<file path="src/rtl/bp_pkg.sv">
package bp_pkg;

    typedef enum logic [1:0] {
        CTR_STRONG_NT = 2'b00,
        CTR_WEAK_NT   = 2'b01,
        CTR_WEAK_T    = 2'b10,
        CTR_STRONG_T  = 2'b11
    } ctr_state_t;

    localparam ctr_state_t CTR_RESET = CTR_WEAK_NT;

endpackage

</file>
<file path="src/rtl/bp_history_table.sv">
module bp_history_table
    import bp_pkg::*;
#(
    parameter int IDX_W = 6
) (
    input  logic             clk,
    input  logic             rst_n,
    input  logic [IDX_W-1:0] rd_idx,
    output logic             rd_taken,
    input  logic             wr_en,
    input  logic [IDX_W-1:0] wr_idx,
    input  logic             wr_taken
);
    localparam int DEPTH = 1 << IDX_W;

    ctr_state_t ctr_q [DEPTH];
    ctr_state_t cur_state;
    ctr_state_t nxt_state;

    assign cur_state = ctr_q[wr_idx];

    // Next-state logic for the entry being trained.
    always_comb begin
        nxt_state = cur_state;
        unique case (cur_state)
            CTR_STRONG_NT: nxt_state = wr_taken ? CTR_WEAK_NT  : CTR_STRONG_NT;
            CTR_WEAK_NT:   nxt_state = wr_taken ? CTR_WEAK_T   : CTR_STRONG_NT;
            CTR_WEAK_T:    nxt_state = wr_taken ? CTR_STRONG_T : CTR_WEAK_NT;
            CTR_STRONG_T:  nxt_state = wr_taken ? CTR_STRONG_T : CTR_WEAK_T;
            default:       nxt_state = CTR_RESET;
        endcase
    end

    // State register array.
    always_ff @(posedge clk) begin
        if (!rst_n) begin
            for (int i = 0; i < DEPTH; i++) begin
                ctr_q[i] <= CTR_RESET;
            end
        end else if (wr_en) begin
            ctr_q[wr_idx] <= nxt_state;
        end
    end

    // Output decode: direction from the upper counter bit.
    always_comb begin
        unique case (ctr_q[rd_idx])
            CTR_WEAK_T, CTR_STRONG_T:   rd_taken = 1'b1;
            CTR_STRONG_NT, CTR_WEAK_NT: rd_taken = 1'b0;
            default:                    rd_taken = 1'b0;
        endcase
    end

endmodule

</file>
<file path="src/rtl/bp_target_cache.sv">
module bp_target_cache #(
    parameter int PC_W  = 32,
    parameter int IDX_W = 4
) (
    input  logic             clk,
    input  logic             rst_n,
    input  logic [PC_W-1:0]  rd_pc,
    output logic             rd_hit,
    output logic [PC_W-1:0]  rd_target,
    input  logic             wr_en,
    input  logic [PC_W-1:0]  wr_pc,
    input  logic [PC_W-1:0]  wr_target
);
    localparam int DEPTH = 1 << IDX_W;
    localparam int LO    = 2;
    localparam int TAG_W = PC_W - IDX_W - LO;

    logic [DEPTH-1:0]  valid_q;
    logic [TAG_W-1:0]  tag_q    [DEPTH];
    logic [PC_W-1:0]   target_q [DEPTH];

    logic [IDX_W-1:0]  rd_idx;
    logic [IDX_W-1:0]  wr_idx;
    logic [TAG_W-1:0]  rd_tag;
    logic [TAG_W-1:0]  wr_tag;
    logic [2*LO-1:0]   unused_lo;

    assign rd_idx    = rd_pc[LO +: IDX_W];
    assign wr_idx    = wr_pc[LO +: IDX_W];
    assign rd_tag    = rd_pc[PC_W-1 -: TAG_W];
    assign wr_tag    = wr_pc[PC_W-1 -: TAG_W];
    assign unused_lo = {rd_pc[LO-1:0], wr_pc[LO-1:0]};

    always_ff @(posedge clk) begin
        if (!rst_n) begin
            valid_q <= '0;
        end else if (wr_en) begin
            valid_q[wr_idx] <= 1'b1;
        end
    end

    always_ff @(posedge clk) begin
        if (wr_en) begin
            tag_q[wr_idx]    <= wr_tag;
            target_q[wr_idx] <= wr_target;
        end
    end

    assign rd_hit    = valid_q[rd_idx] && (tag_q[rd_idx] == rd_tag);
    assign rd_target = target_q[rd_idx];

endmodule

</file>
<file path="src/rtl/bp_resolve.sv">
module bp_resolve #(
    parameter int PC_W = 32
) (
    input  logic            upd_valid,
    input  logic [PC_W-1:0] upd_pc,
    input  logic            upd_taken,
    input  logic [PC_W-1:0] upd_target,
    input  logic            upd_pred_taken,
    input  logic [PC_W-1:0] upd_pred_target,
    output logic            flush,
    output logic [PC_W-1:0] flush_pc
);
    logic dir_wrong;
    logic tgt_wrong;

    always_comb begin
        dir_wrong = upd_taken != upd_pred_taken;
        tgt_wrong = upd_taken && upd_pred_taken && (upd_target != upd_pred_target);
        flush     = upd_valid && (dir_wrong || tgt_wrong);
        flush_pc  = upd_taken ? upd_target : upd_pc + PC_W'(4);
    end

endmodule

</file>
<file path="src/rtl/branch_predictor.sv">
module branch_predictor #(
    parameter int PC_W      = 32,
    parameter int BHT_IDX_W = 6,
    parameter int BTB_IDX_W = 4
) (
    input  logic            clk,
    input  logic            rst_n,
    input  logic [PC_W-1:0] fetch_pc,
    output logic            pred_taken,
    output logic [PC_W-1:0] pred_next_pc,
    input  logic            upd_valid,
    input  logic [PC_W-1:0] upd_pc,
    input  logic            upd_taken,
    input  logic [PC_W-1:0] upd_target,
    input  logic            upd_pred_taken,
    input  logic [PC_W-1:0] upd_pred_target,
    output logic            flush,
    output logic [PC_W-1:0] flush_pc
);
    localparam int LO = 2;

    logic [BHT_IDX_W-1:0] hist_rd_idx;
    logic [BHT_IDX_W-1:0] hist_wr_idx;
    logic                 dir_taken;
    logic                 tgt_hit;
    logic [PC_W-1:0]      tgt_value;
    logic [PC_W-1:0]      seq_pc;

    assign hist_rd_idx = fetch_pc[LO +: BHT_IDX_W];
    assign hist_wr_idx = upd_pc[LO +: BHT_IDX_W];
    assign seq_pc      = fetch_pc + PC_W'(4);

    bp_history_table #(
        .IDX_W (BHT_IDX_W)
    ) u_hist (
        .clk      (clk),
        .rst_n    (rst_n),
        .rd_idx   (hist_rd_idx),
        .rd_taken (dir_taken),
        .wr_en    (upd_valid),
        .wr_idx   (hist_wr_idx),
        .wr_taken (upd_taken)
    );

    bp_target_cache #(
        .PC_W  (PC_W),
        .IDX_W (BTB_IDX_W)
    ) u_tgt (
        .clk       (clk),
        .rst_n     (rst_n),
        .rd_pc     (fetch_pc),
        .rd_hit    (tgt_hit),
        .rd_target (tgt_value),
        .wr_en     (upd_valid && upd_taken),
        .wr_pc     (upd_pc),
        .wr_target (upd_target)
    );

    bp_resolve #(
        .PC_W (PC_W)
    ) u_res (
        .upd_valid       (upd_valid),
        .upd_pc          (upd_pc),
        .upd_taken       (upd_taken),
        .upd_target      (upd_target),
        .upd_pred_taken  (upd_pred_taken),
        .upd_pred_target (upd_pred_target),
        .flush           (flush),
        .flush_pc        (flush_pc)
    );

    always_comb begin
        if (dir_taken && tgt_hit) begin
            pred_taken   = 1'b1;
            pred_next_pc = tgt_value;
        end else begin
            pred_taken   = 1'b0;
            pred_next_pc = seq_pc;
        end
    end

endmodule

</file>
<file path="config.mk">
export PLATFORM = sky130hd
export DESIGN_NAME = branch_predictor
export DESIGN_NICKNAME = d
export VERILOG_FILES = /design/src/rtl/bp_pkg.sv /design/src/rtl/bp_history_table.sv /design/src/rtl/bp_target_cache.sv /design/src/rtl/bp_resolve.sv /design/src/rtl/branch_predictor.sv
export SDC_FILE = /design/constraint.sdc
export NUM_CORES = 1
export LEC_CHECK = 0
export ABC_AREA = 1
export CAP_MARGIN = 20
export CORE_ASPECT_RATIO = 1.25
export CORE_MARGIN = 2
export CORE_UTILIZATION = 48
export DETAILED_ROUTE_END_ITERATION = 10
export MAX_ROUTING_LAYER = met4
export PLACE_DENSITY_LB_ADDON = 0.08
export SLEW_MARGIN = 40
export SYNTH_ARGS = -nofsm -noshare
export SYNTH_HDL_FRONTEND = slang
export SYNTH_SLANG_ARGS = --single-unit
</file>
<file path="constraint.sdc">
create_clock -name clk -period 11.2 [get_ports clk]
set_input_delay 1.68 -clock clk [delete_from_list [all_inputs] [get_ports clk]]
set_output_delay 1.68 -clock clk [all_outputs]
set_load 0.02 [all_outputs]
</file>
== Word-level counts from Yosys, hierarchy flattened ==
Memory sizes are Yosys's and may differ from the RTL's.
Cells that the tools add are included.
Word-level totals
  output and inout port bits: 66
  memories kept: 3
  bits in writable memories: 1056
  input port bits: 133
  bits in registers: 16
Operators by class
  order comparisons: 3
  $add $sub $neg: 2
  equality and inequality tests: 9
  reductions and logical operators: 13
  muxes and demuxes: 22
  bitwise operators: 1
Memories
  u_tgt.target_q: words 16, bits a word 32, rd ports 1, clocked after memory_dff 0, write ports 1, RTL line bp_target_cache.sv:20  | logic [PC_W-1:0] target_q [DEPTH];
  u_tgt.tag_q: words 16, bits a word 26, rd ports 1, clocked after memory_dff 0, write ports 1, RTL line bp_target_cache.sv:19  | logic [TAG_W-1:0] tag_q [DEPTH];
  u_hist.ctr_q: words 64, bits a word 2, rd ports 2, clocked after memory_dff 0, write ports 64, RTL line bp_history_table.sv:16  | ctr_state_t ctr_q [DEPTH];
Operators by type and width (number)
  adder 32 x 3 -> 32 bit, second input constant: 2
  2-to-1 mux 32 bit: 2
  inequality test 32 bit: 1
  equality test 26 bit: 1
  OR 16 bit: 1
  2-to-1 mux 1 bit: 12
  less-than comparator 4 x 5 -> 1 bit, second input constant: 2
  equality test 2 bit, second input constant: 4
  one-hot mux 2 bit (4 select lines): 1
  logical AND 1 bit: 7
  2-to-1 mux 2 bit: 3
  2-to-1 mux 6 bit: 1
  OR reduction 2 bit: 3
  binary-select mux 1 bit (select 4 bit): 1
  demux 1 bit (select 4 bit): 1
  equality test 2 x 1 -> 1 bit, second input constant: 2
  greater-or-equal comparator 4 x 1 -> 1 bit, second input constant: 1
  zero test 2 bit: 2
  one-hot mux 1 bit (2 select lines): 1
  logical OR 1 bit: 1
  inequality test 1 bit: 1

== Logic depth before layout (Yosys ltp) ==
Gate-level depths: netlist of run 1.
An unclocked memory read counts as a cell.
  depth in word-level cells: 6
  mapped depth: 22

== Cells and area by module ==
From an unflattened synthesis of run 1, not the netlist that was laid out.
Unflattened totals
  cells, all modules: 4699
  area total of the unflattened synthesis: 48459.0 um^2
Modules (own cells, without submodules)
  bp_target_cache: cells each 3091, area an instance 38032.7 um^2, seq. area each 28187.0 um^2, times used 1
  bp_history_table: cells each 1019, area an instance 7513.5 um^2, seq. area each 3843.7 um^2, times used 1
  bp_resolve: cells each 321, area an instance 1661.6 um^2, seq. area each 0.0 um^2, times used 1
  branch_predictor: cells each 268, area an instance 1251.2 um^2, seq. area each 0.0 um^2, times used 1

== Least setup slack after synthesis of run 1 ==
Ideal clock, no wire load.
  path type: input -> register
  start: input port upd_pc[2]
  end: memory u_tgt.tag_q[0][0] (netlist name), enable pin
  slack: 5.757 ns
  path buffers: 2
  data arrival time: 4.968 ns
  stages on the path: 6
  data required time: 10.725 ns
  cell sequence: buf_2 -> inv_2 -> clkbuf_1 -> ha_1 -> nand2_1 -> nor2_1
RTL lines
  from (decl): RTL line branch_predictor.sv:12  | input logic [PC_W-1:0] upd_pc,
  to (decl): RTL line bp_target_cache.sv:19
No word-level cell before the write port.

== Worst setup path in the final report of run 1 ==
  start: input port fetch_pc[2]
  end: output port pred_next_pc[28]
Between the ends
  word-level cells in the longest chain between the ends: 6
  elaborated cells on any way between the ends: 17
  classes of those cells: add/sub: 1; eq/ne: 4; mux: 4; reduce/logical: 5; memory: 3
Ends and longest elaborated chain
  from (decl): RTL line branch_predictor.sv:8  | input logic [PC_W-1:0] fetch_pc,
  memory (64 x 2 bit)
  equality test 2 x 1 -> 1 bit (tied with other cells): RTL line bp_history_table.sv:47  | unique case (ctr_q[rd_idx])
  OR reduction 2 bit: RTL line bp_history_table.sv:47
  one-hot mux 1 bit (2 select lines): RTL line bp_history_table.sv:47
  logical AND 1 bit: RTL line branch_predictor.sv:73  | if (dir_taken && tgt_hit) begin
  2-to-1 mux 32 bit (*): RTL line branch_predictor.sv:73
  to (decl): RTL line branch_predictor.sv:10  | output logic [PC_W-1:0] pred_next_pc,
Mark *: on every way between the ends. The rest lies on a longest branch, timed or not. The select of a mux whose other input is x is not followed.

==> metrics.log, run 1 <==
[metrics] flip-flop and latch count after synthesis: ~1.1k
[metrics] area of the die: between 100000 and 150000 sq um
[metrics] GRT Resource Usage Total: 0.308
[metrics] post-DR wirelength/cell: between 20 and 25 um
[metrics] summed instance area of the synthesized netlist: slightly below 50000 sq um
[metrics] result of the run: finished, final reports clean
[metrics] global placer's final weighted congestion: 0.917
[metrics] post-cts hold buffer count: 0
[metrics] final cycle utilization of the critical path: 0.720
[metrics] insertion delay of the later-clocked pin in the worst-skew pair: approximately 0.69 ns
[metrics] worst hold slack: 0.474 ns
[metrics] endpoint arrival time on the critical path: about 6.4 ns
[metrics] post-route cell area: between 50000 and 60000 sq um
[metrics] global route overflow: 0
[metrics] RSZ-0062 raised after global routing: false
[metrics] Pwr Density: roughly 160 nW/um^2
[metrics] Die X: approximately 290 um
[metrics] clock-pin slew on the worst setup and hold paths: 0.06 ns
[metrics] pins over their slew limit: 0
[metrics] critical path startpoint category: input pin
[metrics] maximum ir drop on the vdd rail: 0.126 mV
[metrics] number of setup violations in the final report: 0
[metrics] total power draw: 8.78 mW
[metrics] max-capacitance violation count: 0
[metrics] Worst R2R Setup Slack: 8.25 ns
[metrics] Required @ worst endpoint: 9.52 ns
[metrics] Clk network pwr share: 0.399
[metrics] switching portion of total power: 0.242
[metrics] layout cell share with drive strength beyond 1: 0.0606
[metrics] async set or reset register ratio after synthesis: 0
[metrics] worst-path fanout max: 146
[metrics] average instance area after synthesis: 10.3 sq um
[metrics] first-pass GRT wire length: 224 mm
[metrics] CTS sink cnt: ~1.1k
[metrics] worst-margin pin slew: around 0.94 ns
[metrics] number of nets produced by synthesis: 4786
[metrics] cells after synthesis: 4647
[metrics] placement-stage cell area: 51500 sq um
[metrics] largest area contributor in the netlist: edfxtp_1
[metrics] cell internal pwr: 6.66 mW
[metrics] Detailed Route Iter0 Violations: 4130
[metrics] antenna-violating nets left: 0
[metrics] most common library cells after synthesis: nand2_1 (1066), edfxtp_1 (1056), nor2_1 (681), o21ai_0 (398), inv_1 (369)
[metrics] Hold Path Class: register to register
[metrics] post-synthesis to final-layout area growth: 14.4%
[metrics] WL final: 154 mm
[metrics] number of hold violations in the final report: 0
[metrics] pin count of the biggest net entering global routing: ~190
[metrics] Logic pwr share: 0.092
[metrics] type of destination of the critical path: primary output
[metrics] Static Leak: about 20 nW
[metrics] initial antenna violation count: 7
[metrics] clock tree from TritonCTS: built
[metrics] buffer depth of the longest clock path: 3
[metrics] DRC: 0
[metrics] placed wire-length estimate: 90.5 mm
[metrics] count of nets after finishing: 4924
[metrics] Vert. Die Dim: between 300 and 400 um
[metrics] area share of the largest cell type after synthesis: 0.660
[metrics] clock root buffer: clkbuf_16
[metrics] starting density of the core: 0.485
[metrics] switching power: about 2.1 mW
[metrics] level count of the clock H-tree: 3
[metrics] Final Skew: 0.0195 ns
[metrics] most frequently used cell type in the post-synthesis netlist: nand2_1
[metrics] cts bufs inserted: 106
[metrics] Period minus WS final: 8.07 ns
[metrics] maximum operating frequency: 124 MHz
[metrics] number of primary I/O pins: 199
[metrics] Pre-antenna DRT Iters: 5
[metrics] summed negative setup slack over all endpoints: 0 ns
[metrics] post-synthesis cell type count: 43
[metrics] vias in the first global route: 33.2k
[metrics] top cells by area in the synthesized netlist: edfxtp_1 (66%), nand2_1 (8.3%), nor2_1 (5.3%)
[metrics] count of flip-flops with a built-in enable after synthesis: 1056
[metrics] num rows: ~130
[metrics] count of vias placed by the detailed router: ~35k
[metrics] via density per instance: 5.70
[metrics] placeable core area: 99100 sq um
[metrics] WS Path Type: input pin to primary output
[metrics] sequential power share: 0.509
[metrics] relative max-transition margin: 0.375
[metrics] leading register cell type out of synthesis: edfxtp_1
[metrics] sequential share of the synthesized area: 0.667
[metrics] total of warnings raised by yosys: 0
[metrics] Gates resized, CTS repair: 0
[metrics] Post-CTS Setup Bufs: 0
[metrics] number of buffer cells added on primary ports: 198
-- critical path, stage by stage --
cell	delay, ns
buf_8	0.47
buf_4	0.63
buf_12	0.54
ha_1	0.29
inv_1	0.06
nor2_1	0.19
nand4_1	0.20
nor2_1	0.26
nand3_1	0.16
nor2_1	0.28
nand3_1	0.21
nor3_1	0.23
xor2_1	0.17
inv_1	0.05
nand2_1	0.06
nand2_1	0.05
inv_1	0.05
clkdlybuf4s50_1	0.59
-- per-stage QoR --
step / instances / setup WS, ns / util
floorplan: 4647 / 5.76 / -
global placement: 5974 / 2.81 / 0.517
detailed placement: 5984 / 3.28 / 0.520
CTS: 6178 / 3.28 / 0.554
global route: 6188 / 2.81 / 0.555
finish: 6189 / 3.13 / 0.555
-- logic make-up (layout without fill, tap and decap cells) --
kind of cell / after synthesis / in the layout / synth area share
buffers and inverters: 654 / 878 / 0.0571
and+or+nand+nor: 2105 / 2105 / 0.176
other: 0 / 8 / 0
AOI/OAI and AO/OA: 738 / 738 / 0.0857
DFF: 1072 / 1072 / 0.667
adders and majority gates: 6 / 6 / 0.00156
xor gates and xnor gates: 72 / 72 / 0.0131
-- per-layer routing --
layer / track usage / vias up / share of wire
li1: - / 16200 / -
met1: 0.416 / 17200 / 0.41
met2: 0.489 / 1612 / 0.47
met3: 0.0398 / 266 / 0.081
met4: 0.0941 / 0 / 0.029
met5: - / - / 0
-- final timing paths --
check                                    start                                end  cells past startpoint
max                                fetch_pc[2]                   pred_next_pc[28]                     18
min reg2reg     u_tgt.valid_q[10]$_SDFFE_PN0P_     u_tgt.valid_q[10]$_SDFFE_PN0P_                      2
max reg2reg  u_hist.ctr_q[14][0]$_SDFFCE_PN1P_  u_hist.ctr_q[22][1]$_SDFFCE_PN0P_                     11
min             u_tgt.valid_q[10]$_SDFFE_PN0P_     u_tgt.valid_q[10]$_SDFFE_PN0P_                      2
-- power groups by stage --
stage	Sequential [mW]	Combinational (mW)	Clock, mW
after floorplan	4.56	0.426	0
after global placement	4.56	0.800	0
after detailed placement	4.56	0.802	0
after CTS	4.47	0.805	3.54
after global routing	4.47	0.873	3.69
final	4.47	0.810	3.50
-- registers in the layout, indices dropped and copies added, names as in the netlist --
register	cells
u_tgt.target_q	512
u_tgt.tag_q	416
u_tgt.valid_q	16
u_hist.ctr_q	128
-- final cells by class --
cell class	count	area (sq um)
antenna	8	20.0
clock buffer	128	2780
clock inverter	66	592
fill	8564	44100
inverter	391	1490
multi-input combinational	2921	13400
sequential	1072	32000
tap	1310	1640
timing repair buffer	293	2980
-- placed cells by master, fill, tap and decap left out, types with 3 or more instances in the layout --
master | Yosys | routed
a221oi_1 | 3 | 3
buf_4 | 15 | 65
buf_8 | 1 | 5
nor3_1 | 14 | 14
buf_6 | 16 | 13
o21ai_1 | 69 | 69
clkdlybuf4s50_1 | 0 | 187
clkinv_1 | 12 | 43
ha_1 | 6 | 6
edfxtp_1 | 1056 | 1056
nor2_1 | 681 | 663
nand3b_1 | 3 | 3
clkbuf_16 | 0 | 109
buf_16 | 0 | 8
nand4_1 | 21 | 21
buf_12 | 0 | 5
nand3_1 | 297 | 297
nor4_1 | 7 | 7
nand2_1 | 1066 | 1065
a22o_1 | 7 | 7
dfxtp_1 | 16 | 16
buf_2 | 81 | 8
o2111ai_1 | 4 | 4
xnor2_1 | 31 | 31
bufinv_16 | 0 | 9
clkbuf_1 | 134 | 20
o221ai_1 | 43 | 43
a21oi_1 | 87 | 87
or2_2 | 4 | 4
inv_1 | 369 | 368
inv_2 | 10 | 9
clkinv_2 | 0 | 16
clkinv_8 | 0 | 4
a31oi_1 | 9 | 9
o211ai_1 | 25 | 25
o22ai_1 | 89 | 89
o21ai_0 | 398 | 398
diode_2 | 0 | 8
xor2_1 | 41 | 41
nor2_4 | 4 | 22
No activity file was read; power rests on OpenSTA's default activity.
==> run 2, diff against run 1 <==
- clock period: 11.2 -> 8.41 ns (I/O delays scaled with it)
==> run 2 against run 1 <==
Final cell count up 0.44%. Total power up 34%. Combinational power up 35%. Register-to-register slack worse by 2.8 ns. Die area unchanged. Sequential share of layout area down 0.33 points. Largest power group unchanged.
==> metrics.log, run 2 (synthesis results as in run 1) <==
[metrics] relative max-transition margin: 0.410
[metrics] switching portion of total power: 0.248
[metrics] number of primary I/O pins: around 200
[metrics] first-pass GRT wire length: 224 mm
[metrics] Post-CTS Setup Bufs: 0
[metrics] Detailed Route Iter0 Violations: 3659
[metrics] Gates resized, CTS repair: 0
[metrics] worst-margin pin slew: 0.884 ns
[metrics] placed wire-length estimate: 95.8 mm
[metrics] Hold Path Class: register to register
[metrics] max FFs per register: 512
[metrics] result of the run: finished, final reports clean
[metrics] GRT Resource Usage Total: 0.309
[metrics] via density per instance: 5.69
[metrics] vias in the first global route: 33.4k
[metrics] count of nets after finishing: 4945
[metrics] Period minus WS final: slightly below 7 ns
[metrics] sequential power share: 0.506
[metrics] clock tree from TritonCTS: built
[metrics] endpoint arrival time on the critical path: around 5.6 ns
[metrics] worst-path fanout max: 32
[metrics] Cell Count Post-Placement: 6003
[metrics] Static Leak: just over 20 nW
[metrics] post-DR wirelength/cell: ~25 um
[metrics] max-capacitance violation count: 0
[metrics] starting density of the core: 0.485
[metrics] area of the die: ~100000 sq um
[metrics] summed negative setup slack over all endpoints: 0 ns
[metrics] number of buffer cells added on primary ports: 198
[metrics] clock root buffer: clkbuf_16
[metrics] CTS sink cnt: 1072
[metrics] cell internal pwr: 8.86 mW
[metrics] final cycle utilization of the critical path: 0.810
[metrics] most used cells in the layout excluding fill and tap cells: nand2_1 (1065), edfxtp_1 (1056), nor2_1 (663)
[metrics] number of hold violations in the final report: 0
[metrics] pins over their slew limit: 0
[metrics] level count of the clock H-tree: 3
[metrics] footprint of the multi-input gates: 13400 sq um
[metrics] Largest Register: u_tgt.target_q
[metrics] placeable core area: approximately 100000 sq um
[metrics] antenna-violating nets left: 0
[metrics] post-route cell area: about 55000 sq um
[metrics] RSZ-0062 raised after global routing: false
[metrics] worst hold slack: roughly 0.47 ns
[metrics] maximum operating frequency: 147 MHz
[metrics] final non-filler cell total: between 6k and 7k
[metrics] initial antenna violation count: 13
[metrics] clock-pin slew on the worst setup and hold paths: about 0.060 ns
[metrics] pin count of the biggest net entering global routing: 140
[metrics] Clk network pwr share: 0.401
[metrics] Pwr Density: approximately 210 nW/um^2
[metrics] number of setup violations in the final report: 0
[metrics] global placer's final weighted congestion: 0.929
[metrics] Die X: 287 um
[metrics] Final Skew: roughly 0.037 ns
[metrics] count of vias placed by the detailed router: 35.4k
[metrics] cts bufs inserted: 109
[metrics] Worst R2R Setup Slack: 5.40 ns
[metrics] Logic pwr share: 0.093
[metrics] DRC: 0
[metrics] buffer depth of the longest clock path: 3
[metrics] critical path startpoint category: input pin
[metrics] most common library cell in the layout ignoring fill and taps: nand2_1
[metrics] num rows: 129
[metrics] area used by sequential logic in the layout: 32000 sq um
[metrics] Pre-antenna DRT Iters: 6
[metrics] switching power: 2.92 mW
[metrics] post-cts hold buffer count: 0
[metrics] WS Path Type: input pin to primary output
[metrics] layout cell share with drive strength beyond 1: 0.0656
[metrics] placement-stage cell area: 51800 sq um
[metrics] biggest regs: u_tgt.target_q: 512 flops, u_tgt.tag_q: 416 flops, u_hist.ctr_q: 128 flops
[metrics] Util after Layout: 0.558
[metrics] maximum ir drop on the vdd rail: 0.187 mV
[metrics] fill cell total of the finished layout: about 8.7k
[metrics] post-synthesis to final-layout area growth: 15.0%
[metrics] insertion delay of the later-clocked pin in the worst-skew pair: roughly 0.74 ns
[metrics] Required @ worst endpoint: 7.15 ns
[metrics] WL final: approximately 160 mm
[metrics] Vert. Die Dim: 358 um
[metrics] global route overflow: 0
[metrics] type of destination of the critical path: primary output
run 2: path summary, 6_finish.rpt:
path | start | endpoint | depth (start not counted)
setup / recovery | fetch_pc[5] | pred_next_pc[16] | 15
hold / removal | u_tgt.valid_q[10]$_SDFFE_PN0P_ | u_tgt.valid_q[10]$_SDFFE_PN0P_ | 2
setup reg to reg | u_hist.ctr_q[46][0]$_SDFFCE_PN1P_ | u_hist.ctr_q[21][1]$_SDFFCE_PN0P_ | 11
hold reg to reg | u_tgt.valid_q[10]$_SDFFE_PN0P_ | u_tgt.valid_q[10]$_SDFFE_PN0P_ | 2
run 2: area by class of cell:
class / instances / area share
sequential: 1072 / 0.579
multi-input combinational: 2921 / 0.243
tap: 1310 / 0.0297
clock buffer: 140 / 0.0520
timing repair buffer: 311 / 0.0583
inverter: 391 / 0.0270
antenna: 13 / 0.000589
clock inverter: 58 / 0.0103
run 2: per-stage QoR:
stage,power (mW),setup WS [ns]
detailed placement,7.15,1.67
finish,11.8,1.60
CTS,11.8,1.64
floorplan,6.64,3.39
global placement,7.14,1.69
global route,12.1,1.32
run 2: power groups by stage:
stage	registers (mW)	clock network, mW	logic, mW
6_report	5.96	4.73	1.09
5_1_grt	5.96	4.97	1.18
4_1_cts	5.96	4.77	1.09
3_5_place_dp	6.07	0	1.08
3_3_place_gp	6.07	0	1.07
2_1_floorplan	6.07	0	0.568
run 2: worst max-delay path: stages:
cell and delay [ns]:
clkdlybuf4s50_1 0.56, inv_2 0.36, buf_4 0.39, buf_4 0.60
nand3_1 0.20, nand2_1 0.10, nand2_1 0.06, a21oi_1 0.17
nand3_1 0.12, nor2_2 0.18, buf_4 0.28, nand2_1 0.44
nand2_1 0.19, nand2_1 0.07, clkdlybuf4s50_1 0.53
run 2: layer usage:
layer,global-route usage,share of wire
met3,0.0461,0.082
met1,0.410,0.41
met4,0.100,0.032
met5,-,0
met2,0.491,0.47
